## config.mk

```make
export PLATFORM = sky130hd
export DESIGN_NAME = usbsts_top
export DESIGN_NICKNAME = d
export VERILOG_FILES = /design/src/rtl/usbsts_pkg.sv /design/src/rtl/usbsts_edge_fsm.sv /design/src/rtl/usbsts_port_bank.sv /design/src/rtl/usbsts_flags.sv /design/src/rtl/usbsts_top.sv
export SDC_FILE = /design/constraint.sdc
export NUM_CORES = 1
export LEC_CHECK = 0
export BUFFER_PORTS_ARGS = -buffer_cell sky130_fd_sc_hd__buf_4
export CORE_MARGIN = 2
export CORE_UTILIZATION = 40
export DETAILED_ROUTE_END_ITERATION = 10
export HOLD_SLACK_MARGIN = 0.05
export PLACE_DENSITY = 0.85
export SLEW_MARGIN = 10
export SYNTH_ARGS = -nofsm -noshare
export SYNTH_HDL_FRONTEND = slang
export SYNTH_HIERARCHICAL = 1
export SYNTH_SLANG_ARGS = --single-unit
```

## constraint.sdc

```tcl
create_clock -name clk -period 3.1 [get_ports clk]
set_input_delay 0.31 -clock clk [delete_from_list [all_inputs] [get_ports clk]]
set_output_delay 0.31 -clock clk [all_outputs]
set_load 0.1 [all_outputs]
```

## src/rtl/usbsts_pkg.sv

```systemverilog
package usbsts_pkg;

    localparam int STS_BITS = 4;
    localparam int REG_W    = 32;

    localparam int B_TXN  = 0;
    localparam int B_ERR  = 1;
    localparam int B_PORT = 2;
    localparam int B_ROLL = 3;

    typedef enum logic {
        EDGE_PRIME,
        EDGE_TRACK
    } edge_state_e;

    typedef enum logic [1:0] {
        ACC_NONE,
        ACC_STATUS,
        ACC_ENABLE
    } reg_sel_e;

endpackage

```

## src/rtl/usbsts_edge_fsm.sv

```systemverilog
module usbsts_edge_fsm
    import usbsts_pkg::*;
#(
    parameter bit TOGGLE_MODE = 1'b0
) (
    input  logic clk,
    input  logic rst_n,
    input  logic din,
    output logic evt
);

    edge_state_e state_q, state_d;
    logic        prev_q;
    logic        edge_hit;

    generate
        if (TOGGLE_MODE) begin : g_toggle
            assign edge_hit = din ^ prev_q;
        end else begin : g_rise
            assign edge_hit = din & ~prev_q;
        end
    endgenerate

    // Next state: T_ARM (PRIME -> TRACK), T_HOLD (TRACK -> TRACK)
    always_comb begin
        state_d = state_q;
        unique case (state_q)
            EDGE_PRIME: state_d = EDGE_TRACK;
            EDGE_TRACK: state_d = EDGE_TRACK;
            default:    state_d = EDGE_PRIME;
        endcase
    end

    always_ff @(posedge clk) begin
        if (!rst_n) begin
            state_q <= EDGE_PRIME;
            prev_q  <= 1'b0;
        end else begin
            state_q <= state_d;
            prev_q  <= din;
        end
    end

    always_comb begin
        evt = 1'b0;
        unique case (state_q)
            EDGE_PRIME: evt = 1'b0;
            EDGE_TRACK: evt = edge_hit;
            default:    evt = 1'b0;
        endcase
    end

endmodule

```

## src/rtl/usbsts_port_bank.sv

```systemverilog
module usbsts_port_bank #(
    parameter int NPORTS = 4
) (
    input  logic              clk,
    input  logic              rst_n,
    input  logic [NPORTS-1:0] port_owner,
    input  logic [NPORTS-1:0] port_chg,
    input  logic [NPORTS-1:0] port_resume,
    input  logic [NPORTS-1:0] port_susp,
    output logic              port_evt
);

    logic [NPORTS-1:0] chg_rise;
    logic [NPORTS-1:0] res_rise;
    logic [NPORTS-1:0] hit;

    for (genvar p = 0; p < NPORTS; p++) begin : g_port
        usbsts_edge_fsm #(.TOGGLE_MODE(1'b0)) u_chg (
            .clk   (clk),
            .rst_n (rst_n),
            .din   (port_chg[p]),
            .evt   (chg_rise[p])
        );
        usbsts_edge_fsm #(.TOGGLE_MODE(1'b0)) u_res (
            .clk   (clk),
            .rst_n (rst_n),
            .din   (port_resume[p]),
            .evt   (res_rise[p])
        );
        assign hit[p] = ~port_owner[p] & (chg_rise[p] | (res_rise[p] & port_susp[p]));
    end

    assign port_evt = |hit;

endmodule

```

## src/rtl/usbsts_flags.sv

```systemverilog
module usbsts_flags
    import usbsts_pkg::*;
#(
    parameter int ADDR_W = 4
) (
    input  logic                clk,
    input  logic                rst_n,
    input  logic [STS_BITS-1:0] set_vec,
    input  logic                reg_wr,
    input  logic [ADDR_W-1:0]   reg_addr,
    input  logic                reg_be0,
    input  logic [STS_BITS-1:0] wdata_lo,
    output logic [REG_W-1:0]    reg_rdata,
    output logic [STS_BITS-1:0] sts_q,
    output logic [STS_BITS-1:0] en_q,
    output logic                irq
);

    localparam logic [ADDR_W-1:0] STS_WORD = '0;
    localparam logic [ADDR_W-1:0] EN_WORD  = ADDR_W'(1);
    localparam int                PAD_W    = REG_W - STS_BITS;

    reg_sel_e            sel;
    logic [STS_BITS-1:0] clr_vec;
    logic [STS_BITS-1:0] sts_d;
    logic [STS_BITS-1:0] en_d;
    logic                lane_wr;

    always_comb begin
        sel = ACC_NONE;
        if (reg_addr == STS_WORD)     sel = ACC_STATUS;
        else if (reg_addr == EN_WORD) sel = ACC_ENABLE;
    end

    assign lane_wr = reg_wr & reg_be0;

    always_comb begin
        clr_vec = '0;
        en_d    = en_q;
        unique case (sel)
            ACC_STATUS: if (lane_wr) clr_vec = wdata_lo;
            ACC_ENABLE: if (lane_wr) en_d    = wdata_lo;
            default: ;
        endcase
        // set has priority over a same-cycle clear
        sts_d = (sts_q & ~clr_vec) | set_vec;
    end

    always_ff @(posedge clk) begin
        if (!rst_n) begin
            sts_q <= '0;
            en_q  <= '0;
        end else begin
            sts_q <= sts_d;
            en_q  <= en_d;
        end
    end

    always_comb begin
        reg_rdata = '0;
        unique case (sel)
            ACC_STATUS: reg_rdata = {{PAD_W{1'b0}}, sts_q};
            ACC_ENABLE: reg_rdata = {{PAD_W{1'b0}}, en_q};
            default:    reg_rdata = '0;
        endcase
    end

    assign irq = |(sts_q & en_q);

endmodule

```

## src/rtl/usbsts_top.sv

```systemverilog
module usbsts_top
    import usbsts_pkg::*;
#(
    parameter int NPORTS = 4,
    parameter int ADDR_W = 4
) (
    input  logic              clk,
    input  logic              rst_n,
    input  logic              frame_rollbit,
    input  logic [NPORTS-1:0] port_owner,
    input  logic [NPORTS-1:0] port_chg,
    input  logic [NPORTS-1:0] port_resume,
    input  logic [NPORTS-1:0] port_susp,
    input  logic              txn_done,
    input  logic              txn_ioc,
    input  logic              txn_err,
    input  logic              txn_short,
    input  logic              reg_wr,
    input  logic [ADDR_W-1:0] reg_addr,
    input  logic [3:0]        reg_be,
    input  logic [31:0]       reg_wdata,
    output logic [31:0]       reg_rdata,
    output logic              irq
);

    logic [STS_BITS-1:0] set_vec;
    logic [STS_BITS-1:0] sts_q;
    logic [STS_BITS-1:0] en_q;
    logic                roll_evt;
    logic                port_evt;
    logic                unused_bits;

    assign unused_bits = ^{reg_be[3:1], reg_wdata[31:STS_BITS]};

    usbsts_edge_fsm #(.TOGGLE_MODE(1'b1)) u_roll (
        .clk   (clk),
        .rst_n (rst_n),
        .din   (frame_rollbit),
        .evt   (roll_evt)
    );

    usbsts_port_bank #(.NPORTS(NPORTS)) u_ports (
        .clk         (clk),
        .rst_n       (rst_n),
        .port_owner  (port_owner),
        .port_chg    (port_chg),
        .port_resume (port_resume),
        .port_susp   (port_susp),
        .port_evt    (port_evt)
    );

    always_comb begin
        set_vec         = '0;
        set_vec[B_TXN]  = txn_done & (txn_ioc | txn_short);
        set_vec[B_ERR]  = txn_done & txn_err;
        set_vec[B_PORT] = port_evt;
        set_vec[B_ROLL] = roll_evt;
    end

    usbsts_flags #(.ADDR_W(ADDR_W)) u_flags (
        .clk       (clk),
        .rst_n     (rst_n),
        .set_vec   (set_vec),
        .reg_wr    (reg_wr),
        .reg_addr  (reg_addr),
        .reg_be0   (reg_be[0]),
        .wdata_lo  (reg_wdata[STS_BITS-1:0]),
        .reg_rdata (reg_rdata),
        .sts_q     (sts_q),
        .en_q      (en_q),
        .irq       (irq)
    );

endmodule

```

==> impl_metrics.json, run 1 <==
{
  "max_freq_mhz": 572,
  "routabilityCongestion": 0.754,
  "cts_hold_buf": 0,
  "synth_area_leader_cell": "dfxtp_1",
  "syn_inst": 125,
  "wl_mm": 1.91,
  "finalSetupViolCount": 0,
  "grt_start_max_net_pins": 31,
  "p_clk_share_pct": 27.8,
  "status": "finished clean",
  "synth_mux_area_share_pct": 6.60,
  "cts_tree": "built",
  "cp.arrival_ns": 1.44,
  "vias_per_cell": 4.53,
  "ant_nets": 0,
  "h-tree-depth": 1,
  "maxSlewViolCount": 0,
  "diodes": 0,
  "worst-path-max-fanout": 6,
  "sw_frac_of_total_pct": 34.7,
  "hold_viol_final": 0,
  "drcViolationCount": 0,
  "ys_seq_area_share_pct": 42.9,
  "io_buffers": 37,
  "coreArea_um2": 2830,
  "clkLatencyLatePin_ns": 0.31,
  "synth_fa_ha_area_share_pct": 0,
  "power.leakage_nw": 0.703,
  "synth-compound-area-share_pct": 9.29,
  "post_cts_resized": 0,
  "ir_drop_uv": 268,
  "setup_tns_ns": 0,
  "fillCellCount": 280,
  "grt_pass1_wl_mm": 2.98,
  "synth_xor_area_share_pct": 0.722,
  "grt_antenna_before_repair": 0,
  "final_layout_size_suffix_gt1_share_pct": 28.4,
  "grt_pass1_vias": 720,
  "synthToLayoutAreaGrowth_pct": 19.0,
  "dr.pass1.iters": 7,
  "grt.total_usage_pct": 11.1,
  "p_per_area_nw_per_um2": 560,
  "clk_pin_slew_ns": 0.13,
  "p_sw_uw": 280,
  "die_area_um2": 3490,
  "final_common_cell": "buf_4",
  "drt_iter0_markers": 15,
  "start_kind": "primary input",
  "wire_per_inst_um": 9.91,
  "comb_power_share_pct": 28.0,
  "cts_sinks": 26,
  "grt_overflow": 0,
  "rsz0062_at_grt": "no",
  "root_buffer": "clkbuf_4",
  "yosys.cell_types.count": 25,
  "synthTopCellsByArea": "dfxtp_1 (43%), buf_4 (17%), mux2i_1 (6.6%), and3b_1 (5.8%), and2_1 (5.2%)",
  "start_util_pct": 42.9,
  "final_util_pct": 51.0,
  "post_cts_buffers": 0,
  "io_pins": 97,
  "synth-seq-cells": 26,
  "die_w_um": 59.1,
  "yosys.area_share.simple_pct": 19.1,
  "cp-end-kind": "primary output",
  "synth_area_per_cell_um2": 9.70,
  "vias": 874,
  "worstSetupPathType": "primary input to primary output",
  "synth_top_area_share_pct": 42.9,
  "cp.required_ns": 2.79,
  "drv_cap": 0,
  "rows": 19,
  "nets": 227,
  "die_y_um": 59.1,
  "cts_buffer_depth": 2,
  "p_int_uw": 527,
  "numCtsBuffers": 3,
  "synth.cell_area_um2": 1210,
  "pwr-share-seq_pct": 44.2,
  "hpwl_mm": 1.53,
  "reg2reg_slack_ns": 1.86,
  "final_cell_mix": "buf_4 (37), conb_1 (28), dfxtp_1 (26)",
  "synth_top_family_by_area": "buffers and inverters",
  "p_total_uw": 808,
  "fin_crit_sh_pct": 56.4,
  "yosysWarnings": 6,
  "hold_class": "primary input to flop",
  "fin_crit_ns": 1.75,
  "fin_skew_ns": 0.00330
}
-- synthesized netlist by cell type --
master,instances
a21oi_1,4
a22oi_1,2
a31oi_1,4
and2_1,10
and2_2,1
and3b_1,8
buf_2,1
buf_4,28
buf_6,1
clkbuf_8,1
conb_1,1
dfxtp_1,26
inv_1,4
mux2i_1,8
nand2_1,10
nand3_1,1
nor2_1,4
nor2_4,1
nor3_4,1
o21a_1,1
o21ai_0,4
o221ai_2,1
o22a_2,1
or3_1,1
xor2_1,1
-- metrics by stage --
step | std cells | hold WS [ns] | setup WS, ns | area, um2
after floorplan | 152 | 0.338 | 0.682 | 1310
after global placement | 189 | 0.460 | 1.35 | 1390
after detailed placement | 189 | 0.473 | 1.36 | 1390
after CTS | 193 | 0.156 | 1.35 | 1440
after global routing | 193 | 0.154 | 1.30 | 1440
final | 193 | 0.169 | 1.35 | 1440
-- layout make-up --
cell class                      count  area (um2)  area share, %
Tap cell                           31        38.8           2.69
Inverter                            4        15.0           1.04
Multi-Input combinational cell     91         538           37.3
Timing Repair Buffer               37         278           19.3
Sequential cell                    26         520           36.1
Clock buffer                        3        22.5           1.56
Clock inverter                      1        30.0           2.08
-- registers in the layout (all words and copies together), names as in the netlist --
register	cells
u_ports/g_port.u_res/state_q	4
u_ports/g_port.u_res/prev_q	4
u_ports/g_port.u_chg/state_q	4
u_flags/sts_q	4
u_ports/g_port.u_chg/prev_q	4
u_roll/state_q	1
u_flags/en_q	4
u_roll/prev_q	1
-- path summary, 6_finish.rpt --
path | end | cells past startpoint | start
setup / recovery | reg_rdata[3] | 4 | reg_addr[3]
hold / removal | u_flags/sts_q[1] | 2 | reg_wdata[1]
setup reg to reg | u_flags/sts_q[2] | 6 | u_ports/g_port[3].u_res/prev_q
hold reg to reg | u_flags/en_q[2] | 2 | u_flags/en_q[2]
-- per-layer routing --
| layer | track usage (%) | routed length (um) | up-vias |
|---|---|---|---|
| met2 | 19.8 | 974 | 39 |
| met4 | 4.87 | 14 | 0 |
| met5 | 0 | 0 | - |
| met3 | 1.75 | 123 | 2 |
| li1 | - | - | 434 |
| met1 | 13.1 | 800 | 399 |
-- kinds of logic (layout without fill, tap and decap cells) --
group | Yosys count | after routing
AOI/OAI and AO/OA | 17 | 17
DFF | 26 | 26
and+or+nand+nor | 37 | 37
xor gates and xnor gates | 1 | 1
muxes | 8 | 8
buffers and inverters | 35 | 45
other | 1 | 28
-- worst max-delay path: stages --
cell and delay, ns:
buf_4 0.10, or3_1 0.53, nor2_1 0.18, buf_4 0.31
-- power by group through the flow --
stage               logic [mW]  clock network, mW  registers, mW
floorplan                0.216                  0          0.363
global placement         0.225                  0          0.364
detailed placement       0.227                  0          0.365
CTS                      0.227              0.233          0.357
global route             0.237              0.249          0.359
finish                   0.227              0.224          0.357
(Power assumes the default switching activity.)
==> run 2, diff against run 1 <==
Settings changed: ABC_AREA set to 1, PLACE_DENSITY 0.85 to 0.83.
Clock period 3.1 ns to 1.65 ns, I/O delays scaled along.
==> impl_metrics.json, run 2 <==
{
  "status": "finished clean",
  "root_buffer": "clkbuf_4",
  "numCtsBuffers": 3,
  "die_w_um": 60.8,
  "nets": 291,
  "hold_class": "primary input to flop",
  "worstReg2RegStart": "u_ports/g_port[0].u_res/state_q",
  "hpwl_mm": 1.73,
  "fin_crit_sh_pct": 81.4,
  "clkLatencyLatePin_ns": 0.32,
  "start_util_pct": 42.3,
  "p_total_mw": 1.57,
  "cp.arrival_ns": 1.18,
  "synth_area_per_cell_um2": 7.30,
  "start_kind": "flop",
  "synth_edf_count": 0,
  "synthFlopType": "dfxtp_1",
  "ir_drop_uv": 624,
  "ys_seq_area_share_pct": 40.3,
  "synth_xor_area_share_pct": 0,
  "clk_pin_slew_ns": 0.15,
  "cp.required_ns": 1.48,
  "cp-end-kind": "primary output",
  "cp-startpoint": "u_flags/en_q[3]",
  "final_common_cell": "nand2_1",
  "drt_iter0_markers": 36,
  "final_util_pct": 54.3,
  "diodes": 0,
  "synth_mux_area_share_pct": 0,
  "ant_nets": 0,
  "finalSetupViolCount": 0,
  "power.leakage_nw": 0.895,
  "p_per_area_nw_per_um2": 949,
  "h-tree-depth": 1,
  "grt_antenna_before_repair": 0,
  "crit_slowest_cell": "dfxtp_1",
  "fillCellCount": 298,
  "final_layout_size_suffix_gt1_share_pct": 23.5,
  "io_buffers": 37,
  "die_area_um2": 3700,
  "coreArea_um2": 3050,
  "async_reset_ff_share_pct": 0,
  "p_int_mw": 1.00,
  "synth-compound-area-share_pct": 6.98,
  "cts_sinks": 26,
  "grt_pass1_wl_mm": 3.73,
  "synth_area_leader_cell": "dfxtp_1",
  "worst-path-max-fanout": 3,
  "p_clk_share_pct": 27.6,
  "synthToLayoutAreaGrowth_pct": 28.4,
  "cts_tree": "built",
  "wl_mm": 2.24,
  "final_cell_mix": "nand2_1 (44), buf_4 (37), inv_1 (32)",
  "yosysMostFrequentCell": "nand2_1",
  "yosys.cell_types.count": 14,
  "max_freq_mhz": 745,
  "hold_viol_final": 0,
  "cts_buffer_depth": 2,
  "rows": 20,
  "dr.pass1.iters": 4,
  "syn_inst": 177,
  "wire_per_inst_um": 8.30,
  "drcViolationCount": 0,
  "vias": 1097,
  "p_sw_uw": 569,
  "synth_top_family_by_area": "simple AND/OR/NAND/NOR gates",
  "critPathMaxStageDelay_ns": 0.37,
  "io_pins": 97,
  "grt_start_max_net_pins": 20,
  "sw_frac_of_total_pct": 36.2,
  "yosys-top-cells-count": "nand2_1 (44), inv_1 (32), buf_4 (28)",
  "drv_cap": 0,
  "routabilityCongestion": 0.880,
  "maxSlewViolCount": 0,
  "comb_power_share_pct": 29.6,
  "synthTopCellsByArea": "dfxtp_1 (40%), buf_4 (16%), nand2_1 (13%), inv_1 (9.3%), nor2_2 (4.4%)",
  "reg2reg_slack_ns": 0.65,
  "cp_cell_sequence": "nand3_1, o21ai_1, buf_4",
  "grt.total_usage_pct": 13.1,
  "pwr-share-seq_pct": 42.8,
  "synth_top_area_share_pct": 40.3,
  "hp-start": "rst_n",
  "grt_overflow": 0,
  "fin_crit_ns": 1.34,
  "synth.cell_area_um2": 1290,
  "fin_skew_ns": 0.0132,
  "worstSetupPathType": "flop to primary output",
  "yosys.area_share.simple_pct": 26.8,
  "die_y_um": 60.8,
  "grt_pass1_vias": 930,
  "yosysWarnings": 6,
  "vias_per_cell": 4.06,
  "synth_fa_ha_area_share_pct": 0,
  "rsz0062_at_grt": "no",
  "synth-seq-cells": 26
}
run 2: cell types whose count changed in the layout (fill, tap and decap cells not counted), sizes merged, moves of 4 or more:
cell / delta
and2: -11
nor2: +10
mux2i: -8
nand3: +8
and3b: -8
inv: +28
nand2: +35
o21bai: +4
dlygate4sd3: +9
a21oi: +4
a31oi: -4
nand4: +5
run 2: through the flow:
stage / cells / hold slack (ns) / area [um2] / TNS [ns] / setup slack (ns)
2_1_floorplan: 204 / 0.193 / 1390 / -1.35 / -0.337
3_3_place_gp: 257 / 0.353 / 1520 / 0 / 0.341
3_5_place_dp: 257 / 0.357 / 1520 / 0 / 0.368
4_1_cts: 270 / 0.0624 / 1660 / 0 / 0.291
5_1_grt: 270 / 0.0511 / 1660 / 0 / 0.214
6_report: 270 / 0.0631 / 1660 / 0 / 0.307
run 2: what timing repair did:
action / 4_1_cts / 5_1_grt
hold buffers: 9 / 0
setup buffers: 0 / 0
gates resized for setup: 0 / 0
endpoints found under the hold margin: 9 / 0
run 2: layout make-up:
cell class,count,area [um2],area share (%)
repair buffers,46,368,22.2
flip-flops and latches,26,520,31.4
well taps,44,55.1,3.32
clock inverters,1,30.0,1.81
inverters,32,120,7.25
clock buffers,3,22.5,1.36
multi-input cells,118,542,32.7
run 2: routing by layer:
metal / GRT usage, % / up-vias / part of all wire [%]
met5: 0 / - / 0
met4: 4.66 / 0 / 0.45
met3: 2.13 / 2 / 6.4
met2: 23.5 / 46 / 52
met1: 15.8 / 470 / 41
li1: - / 579 / -
run 2: path summary, 6_finish.rpt:
check,endpoint,cells past startpoint
worst min register to register,u_flags/en_q[2],2
worst min-delay path,u_ports/g_port[0].u_chg/state_q,1
worst max register to register,u_flags/sts_q[2],10
worst max-delay path,reg_rdata[3],3
run 2: logic make-up after synthesis:
logic type,Yosys count
AND/OR/NAND/NOR,74
other,1
AO/OA/AOI/OAI,16
flip-flops,26
buffers and inverters,60
run 2: worst max-delay path: cells and delay by family, from the launching register on:
kind | cells | cell delay (ns)
and+or+nand+nor | 1 | 0.08
DFF | 1 | 0.37
AOI/OAI and AO/OA | 1 | 0.10
buffers and inverters | 1 | 0.31
run 2: power groups by stage:
stage | logic, mW | registers (mW) | clock network, mW
2_1_floorplan | 0.412 | 0.684 | 0
3_3_place_gp | 0.444 | 0.685 | 0
3_5_place_dp | 0.447 | 0.687 | 0
4_1_cts | 0.464 | 0.673 | 0.442
5_1_grt | 0.494 | 0.676 | 0.467
6_report | 0.465 | 0.673 | 0.435
==> run 3, diff against run 2 <==
Clock period 1.65 ns to 1.4 ns, I/O delays scaled along.
==> impl_metrics.json, run 3 (same netlist as run 2, synthesis figures left out) <==
{
  "drt_iter0_markers": 15,
  "grt_antenna_before_repair": 0,
  "critPathMaxStageDelay_ns": 0.38,
  "root_buffer": "clkbuf_4",
  "fin_cells": 271,
  "cp-end-kind": "primary output",
  "setup_ws_ns": 0.0937,
  "final_util_pct": 54.6,
  "final_layout_size_suffix_gt1_share_pct": 25.1,
  "cts_sinks": 26,
  "fillCellCount": 285,
  "diodes": 0,
  "fin_crit_ns": 1.31,
  "grt_pass1_vias": 979,
  "grt_pass1_wl_mm": 3.70,
  "h-tree-depth": 1,
  "post_cts_buffers": 0,
  "cts_tree": "built",
  "reg2reg_depth": 10,
  "dp_cells": 257,
  "place_area_um2": 1530,
  "numCtsBuffers": 3,
  "rsz0062_at_grt": "no",
  "fin_crit_sh_pct": 93.3,
  "maxSlewViolCount": 0,
  "routabilityCongestion": 0.854,
  "crit_slowest_cell": "dfxtp_1",
  "hold_class": "primary input to flop",
  "fin_skew_ns": 0.00492,
  "grt.total_usage_pct": 13.2,
  "vias": 1100,
  "dr.pass1.iters": 4,
  "grt_overflow": 0,
  "p_total_mw": 1.70,
  "final_common_cell": "nand2_1",
  "wl_mm": 2.25,
  "critPathTopFamily": "flip-flops",
  "min_path_cells": 3,
  "die_w_um": 60.8,
  "io_pins": 97,
  "clkLatencyLatePin_ns": 0.31,
  "clk_pin_slew_ns": 0.13,
  "ir_drop_uv": 675,
  "start_util_pct": 42.3,
  "cp_cell_sequence": "nand3_1, o21ai_2, buf_4",
  "status": "finished clean",
  "worstSetupPathType": "flop to primary output",
  "p_per_area_nw_per_um2": 1020,
  "setup_tns_ns": 0,
  "io_buffers": 37,
  "preCtsSetupSlack_ns": 0.172,
  "power.leakage_nw": 0.900,
  "hold_viol_final": 0,
  "coreArea_um2": 3050,
  "ant_nets": 0,
  "drv_cap": 0,
  "nets": 292,
  "hpwl_mm": 1.69,
  "cts_buffer_depth": 2,
  "cp.depth": 3,
  "cp.arrival_ns": 1.17,
  "drcViolationCount": 0,
  "max_freq_mhz": 766,
  "wire_per_inst_um": 8.30,
  "rows": 20,
  "die_y_um": 60.8,
  "start_kind": "flop",
  "stdcell_area_um2": 1670,
  "finalSetupViolCount": 0,
  "grt_start_max_net_pins": 20,
  "synthToLayoutAreaGrowth_pct": 29.1,
  "final_cell_mix": "nand2_1 (44), buf_4 (37), inv_1 (32)",
  "worst-path-max-fanout": 3,
  "critPathBufInv": 1,
  "die_area_um2": 3700,
  "holdWs_ns": 0.122,
  "cp.required_ns": 1.26,
  "vias_per_cell": 4.06
}
==> run 3: cell types whose count changed in the layout (fill, tap and decap cells not counted), sizes merged <==
cell         delta
bufinv          -1
clkbuf          +1
dlygate4sd3     +1
==> run 3: area by class of cell <==
type                    instances  area (um2)  share of cell area, %
clock buffers                   4        36.3                   2.18
inverters                      32         120                   7.21
multi-input cells             118         557                   33.4
flip-flops and latches         26         520                   31.2
well taps                      44        55.1                   3.30
repair buffers                 47         378                   22.7
==> run 3: power breakdown <==
group          internal, mW  switching (mW)  leakage (nW)
Clock                 0.159           0.200        0.0210
Sequential            0.778          0.0142         0.217
Combinational         0.117           0.435         0.662
Total                  1.05           0.649         0.900
==> run 3: final timing paths <==
kind,from,to,slack (ns)
hold reg to reg,u_flags/en_q[3],u_flags/en_q[3],0.50
setup / recovery,u_flags/en_q[0],reg_rdata[0],0.09
hold / removal,reg_wdata[0],u_flags/en_q[0],0.12
setup reg to reg,u_ports/g_port[3].u_res/state_q,u_flags/sts_q[2],0.44
==> run 3: repair_timing <==
action                                 4_1_cts  5_1_grt
hold buffers                                10        0
gates resized for setup                      0        0
endpoints found under the hold margin       11        0
==> run 3: worst min-delay path, stage by stage <==
cell and delay, ns:
buf_4 0.11, nand4_1 0.08, a21oi_1 0.06
==> run 3: layer usage <==
metal	track usage, %	share of wire (%)
met1	14.6	41
met2	25.3	51
met3	1.28	6.4
met4	5.59	0.71
met5	0	0
